File: src/rtl/ecp_fwd_pkg.sv
package ecp_fwd_pkg;
  typedef enum logic {HS_IDLE = 1'b0, HS_HOLD = 1'b1} hs_state_t;
endpackage

File: src/rtl/ecp_fwd_strobe.sv
module ecp_fwd_strobe
  import ecp_fwd_pkg::*;
(
  input  logic clk,
  input  logic rst_n,
  input  logic strobe_n,
  input  logic drain_empty,
  output logic take,
  output logic hold
);
  hs_state_t state_q;

  assign take = (state_q == HS_IDLE) && !strobe_n && drain_empty;
  assign hold = (state_q == HS_HOLD);

  always_ff @(posedge clk) begin
    if (!rst_n) begin
      state_q <= HS_IDLE;
    end else begin
      unique case (state_q)
        HS_IDLE: if (take) state_q <= HS_HOLD;
        HS_HOLD: if (strobe_n) state_q <= HS_IDLE;
        default: state_q <= HS_IDLE;
      endcase
    end
  end
endmodule

File: src/rtl/ecp_fwd_cmd.sv
module ecp_fwd_cmd #(
  parameter int DW = 8,
  localparam int AW = DW - 1
) (
  input  logic          clk,
  input  logic          rst_n,
  input  logic          take,
  input  logic          host_ack,
  input  logic [DW-1:0] host_data,
  input  logic          rle_mode,
  input  logic          chan_clear,
  output logic [AW-1:0] chan_q,
  output logic [AW-1:0] pend_q,
  output logic          data_take,
  output logic          err_q
);
  logic is_cmd, is_addr, is_count;

  assign data_take = take && host_ack;
  assign is_cmd    = take && !host_ack;
  assign is_addr   = is_cmd && host_data[DW-1];
  assign is_count  = is_cmd && !host_data[DW-1];

  always_ff @(posedge clk) begin
    if (!rst_n) begin
      chan_q <= '0;
      pend_q <= '0;
      err_q  <= 1'b0;
    end else begin
      err_q <= is_count && !rle_mode;
      if (chan_clear) begin
        chan_q <= '0;
        pend_q <= '0;
      end else begin
        if (is_addr) chan_q <= host_data[AW-1:0];
        if (is_count && rle_mode) pend_q <= host_data[AW-1:0];
        else if (data_take) pend_q <= '0;
      end
    end
  end
endmodule

File: src/rtl/ecp_fwd_expand.sv
module ecp_fwd_expand #(
  parameter int DW = 8,
  localparam int AW = DW - 1,
  localparam int RW = AW + 1
) (
  input  logic          clk,
  input  logic          rst_n,
  input  logic          load,
  input  logic [DW-1:0] load_byte,
  input  logic [AW-1:0] load_count,
  input  logic [AW-1:0] load_chan,
  input  logic          out_ready,
  output logic          out_valid,
  output logic [DW-1:0] out_data,
  output logic [AW-1:0] out_chan,
  output logic          empty
);
  logic [RW-1:0] left_q;
  logic [DW-1:0] byte_q;
  logic [AW-1:0] chan_q;

  assign out_valid = (left_q != '0);
  assign empty     = !out_valid;
  assign out_data  = byte_q;
  assign out_chan  = chan_q;

  always_ff @(posedge clk) begin
    if (!rst_n) begin
      left_q <= '0;
      byte_q <= '0;
      chan_q <= '0;
    end else if (load) begin
      left_q <= RW'(load_count) + RW'(1);
      byte_q <= load_byte;
      chan_q <= load_chan;
    end else if (out_valid && out_ready) begin
      left_q <= left_q - RW'(1);
    end
  end
endmodule

File: src/rtl/ecp_fwd_decoder.sv
module ecp_fwd_decoder #(
  parameter int DW = 8
) (
  input  logic          clk,
  input  logic          rst_n,
  input  logic          rle_mode,
  input  logic          chan_clear,
  input  logic          host_strobe_n,
  input  logic          host_ack,
  input  logic [DW-1:0] host_data,
  output logic          periph_busy,
  output logic          out_valid,
  input  logic          out_ready,
  output logic [DW-1:0] out_data,
  output logic [DW-2:0] out_chan,
  output logic          proto_err
);
  localparam int AW = DW - 1;

  logic          take, hold, empty, data_take;
  logic [AW-1:0] chan_q, pend_q;

  ecp_fwd_strobe u_strobe (
    .clk(clk), .rst_n(rst_n), .strobe_n(host_strobe_n),
    .drain_empty(empty), .take(take), .hold(hold)
  );

  ecp_fwd_cmd #(.DW(DW)) u_cmd (
    .clk(clk), .rst_n(rst_n), .take(take), .host_ack(host_ack),
    .host_data(host_data), .rle_mode(rle_mode), .chan_clear(chan_clear),
    .chan_q(chan_q), .pend_q(pend_q), .data_take(data_take), .err_q(proto_err)
  );

  ecp_fwd_expand #(.DW(DW)) u_expand (
    .clk(clk), .rst_n(rst_n), .load(data_take), .load_byte(host_data),
    .load_count(pend_q), .load_chan(chan_q), .out_ready(out_ready),
    .out_valid(out_valid), .out_data(out_data), .out_chan(out_chan),
    .empty(empty)
  );

  assign periph_busy = hold || !empty;
endmodule

File: config.mk
export PLATFORM = sky130hd
export DESIGN_NAME = ecp_fwd_decoder
export DESIGN_NICKNAME = d
export VERILOG_FILES = /design/src/rtl/ecp_fwd_pkg.sv /design/src/rtl/ecp_fwd_strobe.sv /design/src/rtl/ecp_fwd_cmd.sv /design/src/rtl/ecp_fwd_expand.sv /design/src/rtl/ecp_fwd_decoder.sv
export SDC_FILE = /design/constraint.sdc
export NUM_CORES = 1
export LEC_CHECK = 0
export BUFFER_PORTS_ARGS = -buffer_cell sky130_fd_sc_hd__buf_2
export CORE_ASPECT_RATIO = 1.5
export CORE_MARGIN = 2
export CORE_UTILIZATION = 33
export CTS_CLUSTER_SIZE = 10
export DETAILED_ROUTE_END_ITERATION = 8
export PLACE_DENSITY = 0.6
export SETUP_SLACK_MARGIN = 0.3
export SYNTH_ARGS = -nofsm -noshare
export SYNTH_HDL_FRONTEND = slang
export SYNTH_SLANG_ARGS = --single-unit
File: constraint.sdc
create_clock -name clk -period 4.5 [get_ports clk]
set_input_delay 0.45 -clock clk [delete_from_list [all_inputs] [get_ports clk]]
set_output_delay 0.45 -clock clk [all_outputs]
set_load 0.005 [all_outputs]
# Word-level counts from Yosys, hierarchy flattened
# Cells that the tools add are included.
[word_totals]
ff_bits = 39
inputBits = 15
output_inout_bits = 18
wordCells = 37
[classes]
addsub = 2
n_mux = 7
bitwise_logic = 2
n_reduce_logical = 19
[ops]
columns = ["cell", "n"]
rows = [
  ["two-way mux 8 bit", 2],
  ["two-way mux 7 bit", 2],
  ["logical AND 1 bit", 9],
  ["adder 7 x 1 -> 8 bit, second input constant", 1],
  ["nonzero test 8 bit", 1],
  ["subtractor 8 x 1 -> 8 bit, second input constant", 1],
  ["zero test 1 bit", 5],
  ["nonzero test 2 bit", 2],
  ["two-way mux 1 bit", 2],
  ["NOT 1 bit", 2],
  ["one-hot mux 1 bit (2 select lines)", 1],
  ["OR reduction 2 bit", 1],
  ["logical OR 1 bit", 1],
]

# Longest topological paths before layout
# Gate-level depths: netlist (run 1).
[depth]
ltp_word = 7
ltp_mapped = 10
mapped_depth_nobuf = 7

# By module
# From an unflattened synthesis (run 1), not the netlist that was laid out.
[unflattened]
hier_cells = 170
area_unflattened_um2 = 1700.4
[modules_own_cells]
columns = ["mod", "n_inst", "cells_each", "area_per_inst_um2", "seq_area_each_um2"]
rows = [
  ["ecp_fwd_expand", 1, 119, 1088.5, 460.4],
  ["ecp_fwd_cmd", 1, 46, 561.8, 300.3],
  ["ecp_fwd_strobe", 1, 4, 43.8, 20.0],
  ["ecp_fwd_decoder", 1, 1, 6.3, 0.0],
]

# Worst setup path after synthesis (run 1)
# Ideal clock, no wire load.
[synth_timing]
path_type = "register to register"
start = "register u_expand.left_q[0]"
end = "register u_expand.left_q[0]"
setup_ns = 0.117
t_arrival_ns = 1.687
t_required_ns = 4.383
setup_slack_ns = 2.696
stages_incl_launch_ff = 8
n_path_buf = 0
period_less_slack_ns = 1.804
path_cell_list = "dfxtp_1 inv_1 ha_1 or4b_4 o41ai_4 o22ai_1 a31oi_1 nor2b_1"
[synth_between]
elab_chain_len = 5
word_cells_on_any_way = 9
cone_classes = "1 x add/sub; 2 x mux; 6 x reduce/logical"
[synth_lines]
columns = ["element", "line", "rtl"]
rows = [
  ["start, declared", "ecp_fwd_expand.sv:18", "logic [RW-1:0] left_q;"],
  ["start signal, assigned", "ecp_fwd_expand.sv:33", "left_q <= RW'(load_count) + RW'(1);"],
  ["start signal, assigned", "ecp_fwd_expand.sv:37", "left_q <= left_q - RW'(1);"],
  ["parallel branches: the longest is 5 deep, another holds subtractor 8 x 1 -> 8 bit", "--", ""],
]
# Several ways; the timed one is not identified. The select of a mux whose other input is x is not followed.
# A chain may end at the register's enable or synchronous reset.

# Worst setup path in the final report (run 1)
[layout_timing]
start = "register u_expand.left_q[0]"
end = "output periph_busy"
[layout_between]
elab_chain_len = 2
[layout_lines]
columns = ["element", "line", "rtl"]
rows = [
  ["nonzero test 8 bit", "ecp_fwd_expand.sv:22", "assign out_valid = (left_q != '0);"],
  ["logical OR 1 bit", "ecp_fwd_decoder.sv:41", "assign periph_busy = hold || !empty;"],
  ["end, declared", "ecp_fwd_decoder.sv:11", "output logic periph_busy,"],
]
# No other way between the ends.

==> summary.md, run 1 <==
| Metric | Value |
|---|---|
| Outcome | `completed` |
| Yosys cell types | `42` |
| Total CTS buffers | `5` |
| Number of global-route vias before repair | `1450` |
| Flop pwr share | `0.364` |
| Starting Density | `0.336` |
| Most frequent cell after synthesis | `nand2_1` |
| Reg2Reg Depth | `7` |
| Final hold vios | `0` |
| Post-CTS Hold Fix Bufs | `0` |
| GR Overflow Total | `0` |
| Max IR drop VDD | `0.272 mV` |
| Ranking of synthesized cells by area | `dfxtp_1 (43%), nand2_1 (8.9%), a21boi_2 (5.6%)` |
| Gp weighted congestion | `0.785` |
| Final WS setup | `2.27 ns` |
| Num rows | `33` |
| R2R Setup Slk | `2.51 ns` |
| Net Count, Synth | `223` |
| Relative slew margins | `0.653` |
| Setup WS pre-CTS | `2.53 ns` |
| Synth Area in XOR/XNOR | `0.0241` |
| Post-synth EDFFs | `0` |
| WS Path Type | `reg2out` |
| Synth Area in Simple Gates | `0.270` |
| Leakage | `between 0.8 and 0.9 nW` |
| Syn avg cell area | `8.81 µm²` |
| Comb pwr share | `0.356` |
| Crit end category | `primary output` |
| Worst setup path startpoint | `u_expand.left_q[0]` |
| Detail Route Antenna Nets | `0` |
| Clock Tree Buf Depth | `2` |
| Cells after Synth | `206` |
| Largest net degree at the start of global routing | `29` |
| Clock edge transition at the registers on the reported setup and hold paths | `about 0.070 ns` |
| Slew of the pin with the lowest slew margin | `0.521 ns` |
| Routed vias | `between 1000 and 1500` |
| Sw frac | `0.346` |
| CTS H-tree lvls | `2` |
| Routed WL | `4010 µm` |
| Die height | `94.8 µm` |
| Top_reg_cell synth | `dfxtp_1` |
| Worst Path Max Fanout | `9` |
| Net switching power | `425 µW` |
| Fillcell total | `569` |
| HPWL Detailed | `~2900 µm` |
| I/O pin cnt | `33` |
| Layout area overhead | `18.2%` |
| Compound-Gate Fraction of Synth Area | `0.172` |
| Multi-input gate area | `approximately 960 µm²` |
| Yosys top cell area share | `0.430` |
| Sequential share of the synthesized area | `0.430` |
| Ant diodes | `0` |
| Layout cells sized above 1 | `0.236` |
| Die Width | `64.6 µm` |
| Post-Synthesis Cell Area | `around 0.0018 mm²` |
| Placed Area | `~0.002 mm²` |
| Hold/Removal Path Class | `in2reg` |
| WHS | `0.375 ns` |
| Max-Cap Viols | `0` |
| # setup viols final | `0` |
| Full die area | `0.00612 mm²` |
| Yosys warns | `0` |
| Mux cell area share after synthesis | `0.0496` |
| Final Net Count | `approximately 250` |
| Reg2Reg Launch Point | `u_expand.left_q[0]` |
| Tcrit/Tclk final | `0.496` |
| Adder-cell share of the synthesized area | `0.0138` |
| Min Clock Period, post-route | `2.23 ns` |
| Wire per inst | `13.0 µm` |
| First-pass GRT wire length | `6580 µm` |
| Synth area leader | `dfxtp_1` |
| CORE AREA | `0.00541 mm²` |
| IO buf count | `32` |
| TNS Setup | `0 ns` |
| Worst Path Required | `4.05 ns` |
| Vias/cell | `4.86` |
| Largest family of logic cells by synthesized area | `simple AND/OR/NAND/NOR gates` |
| Clock power frac | `0.279` |
| Int Pwr | `803 µW` |
| Reg-to-Reg End | `u_expand.left_q[0]` |
| Clock skew | `0.00891 ns` |
| Post-route design area | `0.00215 mm²` |
| Async set-reset flop share out of synthesis | `0` |
| RSZ-0062 raised after global routing | `false` |
| Number of DRC markers in iteration 0 | `37` |
| CTS sink count | `39` |
| Drt first pass iters | `4` |
| Crit path launch type | `flip-flop` |
| WP data arrival | `1.78 ns` |
| Power Dens Cells | `572 mW/mm²` |
| DRC errors left | `0` |
| Initial antenna violation count | `0` |
| CTS root buf | `clkbuf_8` |
| Critical Path End | `periph_busy` |
| TritonCTS clock tree | `yes` |
| Setup Buffers After CTS | `0` |
| Register bit total from synthesis | `39` |
| Commonest cells in the synthesized netlist | `nand2_1 (43), dfxtp_1 (39), nor2_1 (17), nand3_1 (14)` |
| FF+latch area | `slightly below 800 µm²` |
| Tot GR Track Use | `0.140` |
| Fmax | `0.448 GHz` |
| Max-slew violations | `0` |
| Clk_lat worst skew | `0.29 ns` |
| Cts repair resizes | `0` |
[state kept, by name, indices dropped and copies added, names as in the netlist]
register           flops
u_cmd.chan_q           7
u_expand.out_data      8
u_expand.left_q        8
u_expand.out_chan      7
u_cmd.pend_q           7
u_cmd.err_q            1
u_strobe.hold          1
[placed cells by master, fill, tap and decap left out, types with 3 or more instances in the layout]
master,instances
nand2_1,43
inv_1,4
buf_2,32
nand3_1,14
clkbuf_8,5
nor3_1,5
a21oi_1,9
a21boi_0,7
nor2b_1,3
nor2_1,17
a21boi_2,9
dfxtp_1,39
mux2i_1,9
xnor2_1,3
[per-layer routing]
metal / vias up / wire [µm] / GRT usage
met2: 24 / 2170 / 0.260
li1: 769 / - / -
met3: 4 / 101 / 0.0262
met4: 0 / 55 / 0.0691
met5: - / 0 / 0
met1: 695 / 1680 / 0.148
[critical path: stages, from the launching register on]
cell,delay (ns)
dfxtp_1,0.33
inv_1,0.07
ha_1,0.22
nor4b_4,0.28
and2_1,0.35
nand2b_1,0.11
buf_2,0.14
[worst min path at each step]
stage / to / cells after the start / startpoint
4_1_cts: u_strobe.hold / 2 / host_strobe_n
5_1_grt: u_strobe.hold / 2 / host_strobe_n
2_1_floorplan: u_expand.out_chan[0] / 2 / u_cmd.chan_q[0]
3_3_place_gp: u_expand.out_data[6] / 2 / u_expand.out_data[6]
3_5_place_dp: u_expand.out_chan[6] / 2 / u_cmd.chan_q[6]
6_report: u_strobe.hold / 2 / host_strobe_n
[cell families after synthesis]
logic type | after synthesis
muxes | 9
and+or+nand+nor | 99
buffers and inverters | 14
xor gates and xnor gates | 5
adders and majority gates | 2
DFF | 39
AOI/OAI and AO/OA | 38
[power groups by stage]
stage               Clock (mW)  Combinational, mW  Sequential (mW)
finish                   0.343              0.438            0.447
global route             0.366              0.491            0.455
CTS                      0.355              0.439            0.447
detailed placement           0              0.437            0.455
global placement             0              0.434            0.453
floorplan                    0              0.353            0.444
[stage by stage]
| step | power [mW] | util | instances |
|---|---|---|---|
| floorplan | 0.797 | - | 206 |
| global placement | 0.888 | 0.372 | 299 |
| detailed placement | 0.892 | 0.372 | 299 |
| CTS | 1.24 | 0.397 | 307 |
| global route | 1.31 | 0.397 | 307 |
| finish | 1.23 | 0.397 | 307 |
[layout make-up]
| type | count | area share |
|---|---|---|
| multi-input combinational | 153 | 0.448 |
| sequential | 39 | 0.364 |
| timing repair buffer | 33 | 0.0781 |
| tap | 70 | 0.0408 |
| clock buffer | 6 | 0.0338 |
| clock inverter | 2 | 0.0280 |
| inverter | 4 | 0.00700 |
(Power assumes the default switching activity.)
==> run 2: changes to the inputs <==
PLACE_DENSITY = 0.62   (was 0.6)
clock period = 1.95 ns   (was 4.5 ns; I/O delays follow)
==> run 2 against run 1 <==
  * Sequential share of layout area decreased by 6.7 points
  * Worst setup slack got worse by 2.1 ns
  * Cell count increased by 9.1%
  * First-iteration DRC count increased to 2.6 times the previous value
  * Via count increased by 18%
  * Hold slack got worse by 0.27 ns
  * Die area unchanged
  * Global-route usage increased by 1.1 points
  * Critical endpoint is now u_expand.left_q[1]
==> summary.md, run 2 (same netlist as run 1, synthesis figures left out) <==
| Metric | Value |
|---|---|
| Outcome | `completed` |
| Comb pwr share | `0.547 (+0.191)` |
| Final core utilization | `0.489 (+0.0921)` |
| Layout cells sized above 1 | `0.479 (+0.243)` |
| IO buf count | `32 (unchanged)` |
| Full die area | `0.00612 mm² (unchanged)` |
| Final Net Count | `281 (+11%)` |
| Relative slew margins | `0.557 (-0.0962)` |
| Total CTS buffers | `5 (unchanged)` |
| Crit end category | `flip-flop` |
| # setup viols final | `0 (unchanged)` |
| Drt first pass iters | `5 (+1)` |
| Die Width | `64.6 µm (unchanged)` |
| Num rows | `33 (unchanged)` |
| Clock edge transition at the registers on the reported setup and hold paths | `0.08 ns (about the same)` |
| Flop pwr share | `0.271 (-0.093)` |
| R2R Setup Slk | `0.14 ns (-2.37 ns)` |
| Vias/cell | `5.26 (+8.3%)` |
| Int Pwr | `2.49 mW (+210%)` |
| Layout area overhead | `45.6%` |
| Worst Path Max Fanout | `4 (-5)` |
| CTS H-tree lvls | `2 (unchanged)` |
| WS Path Type | `reg2reg` |
| Commonest non-fill, non-tap cell in the layout | `dfxtp_1` |
| Net switching power | `1.40 mW (+230%)` |
| Slowest stage delay, CP | `0.47 ns (+0.12 ns)` |
| DRC errors left | `0 (unchanged)` |
| CTS sink count | `39 (unchanged)` |
| RSZ-0062 raised after global routing | `true` |
| Routed vias | `1763 (+18%)` |
| CTS root buf | `clkbuf_8` |
| Number of DRC markers in iteration 0 | `96 (+160%)` |
| Fmax | `0.552 GHz` |
| Hold/Removal Path Class | `in2reg` |
| Ant diodes | `0 (unchanged)` |
| TNS Setup | `0 ns (unchanged)` |
| CORE AREA | `0.00541 mm² (unchanged)` |
| Leakage | `1.06 nW (+22%)` |
| Die height | `94.8 µm (unchanged)` |
| Power Dens Cells | `1470 mW/mm² (+160%)` |
| GR Overflow Total | `0 (unchanged)` |
| Max-slew violations | `0 (unchanged)` |
| Family with the most delay on the worst path | `simple AND/OR/NAND/NOR gates` |
| Largest net degree at the start of global routing | `29 (unchanged)` |
| Clock power frac | `0.182 (-0.097)` |
| Worst path cell trace | `inv_2 > ha_4 > or4b_4 > o41ai_4 > buf_4 > nand3_1 > a21boi_1` |
| Clock Tree Buf Depth | `2 (unchanged)` |
| Tot GR Track Use | `0.150 (+0.0110)` |
| Clk_lat worst skew | `0.29 ns (about the same)` |
| Min Clock Period, post-route | `1.81 ns` |
| I/O pin cnt | `33 (unchanged)` |
| Slew of the pin with the lowest slew margin | `0.665 ns (+0.144 ns)` |
| Critical Path Slowest Stage Cell | `or4b_4` |
| HPWL Detailed | `3010 µm (+5.0%)` |
| Initial antenna violation count | `0 (unchanged)` |
| Detail Route Antenna Nets | `0 (unchanged)` |
| Sw frac | `0.360 (+0.0134)` |
| Clock skew | `0.00309 ns (-0.00581 ns)` |
| Routed WL | `5340 µm (+33%)` |
| Final hold vios | `0 (unchanged)` |
| Commonest non-fill, non-tap cells in the layout | `dfxtp_1 (36), buf_2 (31), nand2_1 (26)` |
| Number of global-route vias before repair | `1575 (+8.6%)` |
| Max IR drop VDD | `0.741 mV (+170%)` |
| Max-Cap Viols | `0 (unchanged)` |
| Worst Path Required | `2.16 ns (-1.89 ns)` |
| First-pass GRT wire length | `7180 µm (+9.0%)` |
| Tcrit/Tclk final | `0.928` |
| Wire per inst | `16.0 µm (+22%)` |
| TritonCTS clock tree | `yes` |
| Worst Path Buf+Inv | `2 (unchanged)` |
| Starting Density | `0.336 (unchanged)` |
| WP data arrival | `2.02 ns (+0.24 ns)` |
| Gp weighted congestion | `0.845 (+7.6%)` |
| Crit path launch type | `flip-flop` |
## run 2: worst paths after layout
kind,endpoint,cells after the start,from
worst min-delay path,u_strobe.hold,2,host_strobe_n
worst max register to register,u_expand.left_q[1],7,u_expand.left_q[1]
worst min register to register,u_expand.out_data[4],2,u_expand.out_data[4]
worst max-delay path,u_expand.left_q[1],7,u_expand.left_q[1]
## run 2: per-stage QoR
step                      total power, mW  hold WS, ns  instance area, µm²  instances  setup slack [ns]
final                                3.89        0.107                2640        335             0.140
after detailed placement             2.22        0.414                2080        303            0.0326
after CTS                            3.14        0.102                2260        318             0.186
after global placement               2.20        0.410                2080        303             0.111
after global routing                 4.09        0.105                2640        335            0.0310
after floorplan                      1.92        0.271                1860        206             0.167
## run 2: power by group through the flow
stage | clock (mW) | sequential [mW] | combinational [mW]
after global routing | 0.748 | 1.07 | 2.27
final | 0.708 | 1.05 | 2.13
after floorplan | 0 | 1.03 | 0.883
after detailed placement | 0 | 1.06 | 1.16
after global placement | 0 | 1.06 | 1.15
after CTS | 0.726 | 1.04 | 1.37
## run 2: what timing repair did
item                       in CTS  in global routing
hold buffers                    0                  0
setup endpoints to repair      39                 39
hold endpoints to repair        0                  0
resized for setup               5                 53
pin swaps                       6                 13
cloned                          0                  6
setup buffers                   7                 11
## run 2: cell type report
class / instances / area, µm²
Fill cell: 509 / 2770
Multi-Input combinational cell: 156 / 1190
Sequential cell: 39 / 785
Timing Repair Buffer: 58 / 447
Tap cell: 70 / 87.6
Clock buffer: 6 / 82.6
Clock inverter: 2 / 35.0
Inverter: 4 / 15.0
## run 2: per-layer routing
| layer | track usage | vias to the layer above | share of wire |
|---|---|---|---|
| met5 | 0 | - | 0 |
| met4 | 0.0745 | 0 | 0.034 |
| met3 | 0.0334 | 19 | 0.051 |
| met2 | 0.277 | 75 | 0.52 |
| met1 | 0.160 | 835 | 0.39 |
| li1 | - | 834 | - |
==> run 3: changes to the inputs <==
BUFFER_PORTS_ARGS = -buffer_cell sky130_fd_sc_hd__buf_4   (was -buffer_cell sky130_fd_sc_hd__buf_2)
GPL_ROUTABILITY_DRIVEN = 0   (was not set)
==> run 3 against run 2 <==
  * Total power fell by 17%
  * Clock skew rose by 0.0040 ns
  * Hold slack got worse by 0.019 ns
  * Via count fell by 11%
  * Non-clock buffer count fell by 11
  * Sequential power barely moved
  * Worst setup slack improved by 0.061 ns
==> summary.md, run 3 (same netlist as run 1, synthesis figures left out) <==
| Metric | Value |
|---|---|
| CTS sink count | `39 (unchanged)` |
| Comb pwr share | `0.512 (-0.035)` |
| Relative slew margins | `0.649 (+0.0918)` |
| HPWL Detailed | `2940 µm (-2.3%)` |
| First-pass GRT wire length | `7110 µm (-0.88%)` |
| Max-slew violations | `0 (unchanged)` |
| Tcrit/Tclk final | `0.897 (-0.0313)` |
| Drt first pass iters | `4 (-1)` |
| Crit path launch type | `flip-flop` |
| Max IR drop VDD | `0.709 mV (-4.4%)` |
| Family with the most delay on the worst path | `simple AND/OR/NAND/NOR gates` |
| Crit end category | `flip-flop` |
| Clock Tree Buf Depth | `2 (unchanged)` |
| Sw frac | `0.363 (+0.00323)` |
| Clk_lat worst skew | `0.29 ns (about the same)` |
| TritonCTS clock tree | `yes` |
| I/O pin cnt | `33 (unchanged)` |
| DRC errors left | `0 (unchanged)` |
| Worst Path Buf+Inv | `2 (unchanged)` |
| Post-CTS Hold Fix Bufs | `0 (unchanged)` |
| Power Dens Cells | `1320 mW/mm² (-11%)` |
| Wire per inst | `13.4 µm (-16%)` |
| Detail Route Antenna Nets | `0 (unchanged)` |
| Placed Area | `0.00219 mm² (+5.4%)` |
| Number of global-route vias before repair | `1512 (-4.0%)` |
| Worst Path Required | `2.13 ns (-0.03 ns)` |
| Vias/cell | `4.87 (-7.4%)` |
| Number of DRC markers in iteration 0 | `22 (-77%)` |
| WP data arrival | `1.93 ns (-0.09 ns)` |
| Net switching power | `1.17 mW (-16%)` |
| Fmax | `0.572 GHz (+3.5%)` |
| Die height | `94.8 µm (unchanged)` |
| Final hold vios | `0 (unchanged)` |
| Max-Cap Viols | `0 (unchanged)` |
| # setup viols final | `0 (unchanged)` |
| Met3 wire len | `155 µm (-43%)` |
| Fillcell total | `531 (+4.3%)` |
| Initial antenna violation count | `0 (unchanged)` |
| Num rows | `33 (unchanged)` |
| CTS H-tree lvls | `2 (unchanged)` |
| WS Path Type | `reg2reg` |
| Clock skew | `0.00707 ns (+0.00397 ns)` |
| Total CTS buffers | `5 (unchanged)` |
| Clock power frac | `0.168 (-0.014)` |
| TNS Setup | `0 ns (unchanged)` |
| Outcome | `completed` |
| Hold/Removal Path Class | `in2reg` |
| Routed vias | `1564 (-11%)` |
| Commonest non-fill, non-tap cell in the layout | `buf_4` |
| Largest net degree at the start of global routing | `29 (unchanged)` |
| Slew of the pin with the lowest slew margin | `0.527 ns (-0.138 ns)` |
| Min Clock Period, post-route | `1.75 ns (-0.0611 ns)` |
| Clock edge transition at the registers on the reported setup and hold paths | `0.08 ns (about the same)` |
| Post-route design area | `0.00245 mm² (-7.3%)` |
| Total power | `3.23 mW (-17%)` |
| Flop pwr share | `0.320 (+0.049)` |
| Commonest non-fill, non-tap cells in the layout | `buf_4 (40), dfxtp_1 (37), nand2_1 (30)` |
| Int Pwr | `2.06 mW (-18%)` |
| Layout area overhead | `34.9%` |
| DR top layer | `met4` |
| Tot GR Track Use | `0.148 (-0.00223)` |
| Die Width | `64.6 µm (unchanged)` |
| CORE AREA | `0.00541 mm² (unchanged)` |
| Wire length on met1 | `1760 µm (-16%)` |
| GR Overflow Total | `0 (unchanged)` |
| WL met2 | `2290 µm (-18%)` |
| Routed WL | `4300 µm (-19%)` |
| IO buf count | `32 (unchanged)` |
| Worst path cell trace | `inv_2 > ha_4 > or4b_4 > o41ai_4 > buf_4 > nor2_1 > a21oi_1 > a21boi_1` |
| CTS root buf | `clkbuf_8` |
| Leakage | `0.987 nW (-6.6%)` |
| Full die area | `0.00612 mm² (unchanged)` |
| Ant diodes | `0 (unchanged)` |
| RSZ-0062 raised after global routing | `true` |
| Starting Density | `0.336 (unchanged)` |
| Layout cells sized above 1 | `0.386 (-0.0928)` |
| Worst Path Max Fanout | `3 (-1)` |
| Slowest stage delay, CP | `0.47 ns (about the same)` |
| Critical Path Slowest Stage Cell | `or4b_4` |
| Final Net Count | `267 (-5.0%)` |
run 3: power groups by stage:
stage	sequential (mW)	combinational (mW)	clock, mW
global placement	1.05	1.26	0
global route	1.05	1.80	0.595
finish	1.03	1.65	0.542
detailed placement	1.05	1.28	0
CTS	1.03	1.53	0.555
floorplan	1.03	0.883	0
run 3: per-layer routing:
layer | GRT usage | vias to the layer above
met3 | 0.0298 | 9
met4 | 0.0709 | 0
met5 | 0 | -
met2 | 0.271 | 27
li1 | - | 804
met1 | 0.162 | 724
run 3: worst paths after layout:
check | from | endpoint | slack (ns) | cells past startpoint
max reg2reg | u_expand.left_q[0] | u_expand.left_q[1] | 0.20 | 8
max | u_expand.left_q[0] | u_expand.left_q[1] | 0.20 | 8
min | host_strobe_n | u_strobe.hold | 0.09 | 2
min reg2reg | u_cmd.chan_q[0] | u_expand.out_chan[0] | 0.45 | 2
run 3: area by class of cell:
type / instances / area [µm²] / area share
clock inverter: 2 / 12.5 / 0.00511
inverter: 4 / 15.0 / 0.00613
multi-input combinational: 153 / 1070 / 0.436
tap: 70 / 87.6 / 0.0358
clock buffer: 6 / 72.6 / 0.0296
sequential: 39 / 783 / 0.320
timing repair buffer: 47 / 410 / 0.168
run 3: worst reg2reg max path: cells and delay by family, from the launching register on:
kind | cells | cell delay, ns
AOI/OAI and AO/OA | 3 | 0.43
and+or+nand+nor | 2 | 0.51
adders and majority gates | 1 | 0.13
buffers and inverters | 2 | 0.24
DFF | 1 | 0.33
run 3: metrics by stage:
step | hold WS [ns] | setup slack, ns | instances | util
5_1_grt | 0.0853 | 0.126 | 321 | 0.453
2_1_floorplan | 0.271 | 0.167 | 206 | -
3_5_place_dp | 0.390 | 0.0579 | 304 | 0.406
3_3_place_gp | 0.390 | 0.0816 | 304 | 0.406
6_report | 0.0878 | 0.201 | 321 | 0.453
4_1_cts | 0.0832 | 0.202 | 319 | 0.434
run 3: timing repair:
| item | in CTS | in global routing |
|---|---|---|
| buffers inserted | 7 | 1 |
| endpoints found under the hold margin | 0 | 0 |
| setup endpoints to repair | 31 | 29 |
| pin swaps | 6 | 11 |
| resized for setup | 7 | 24 |
| gates cloned | 0 | 1 |
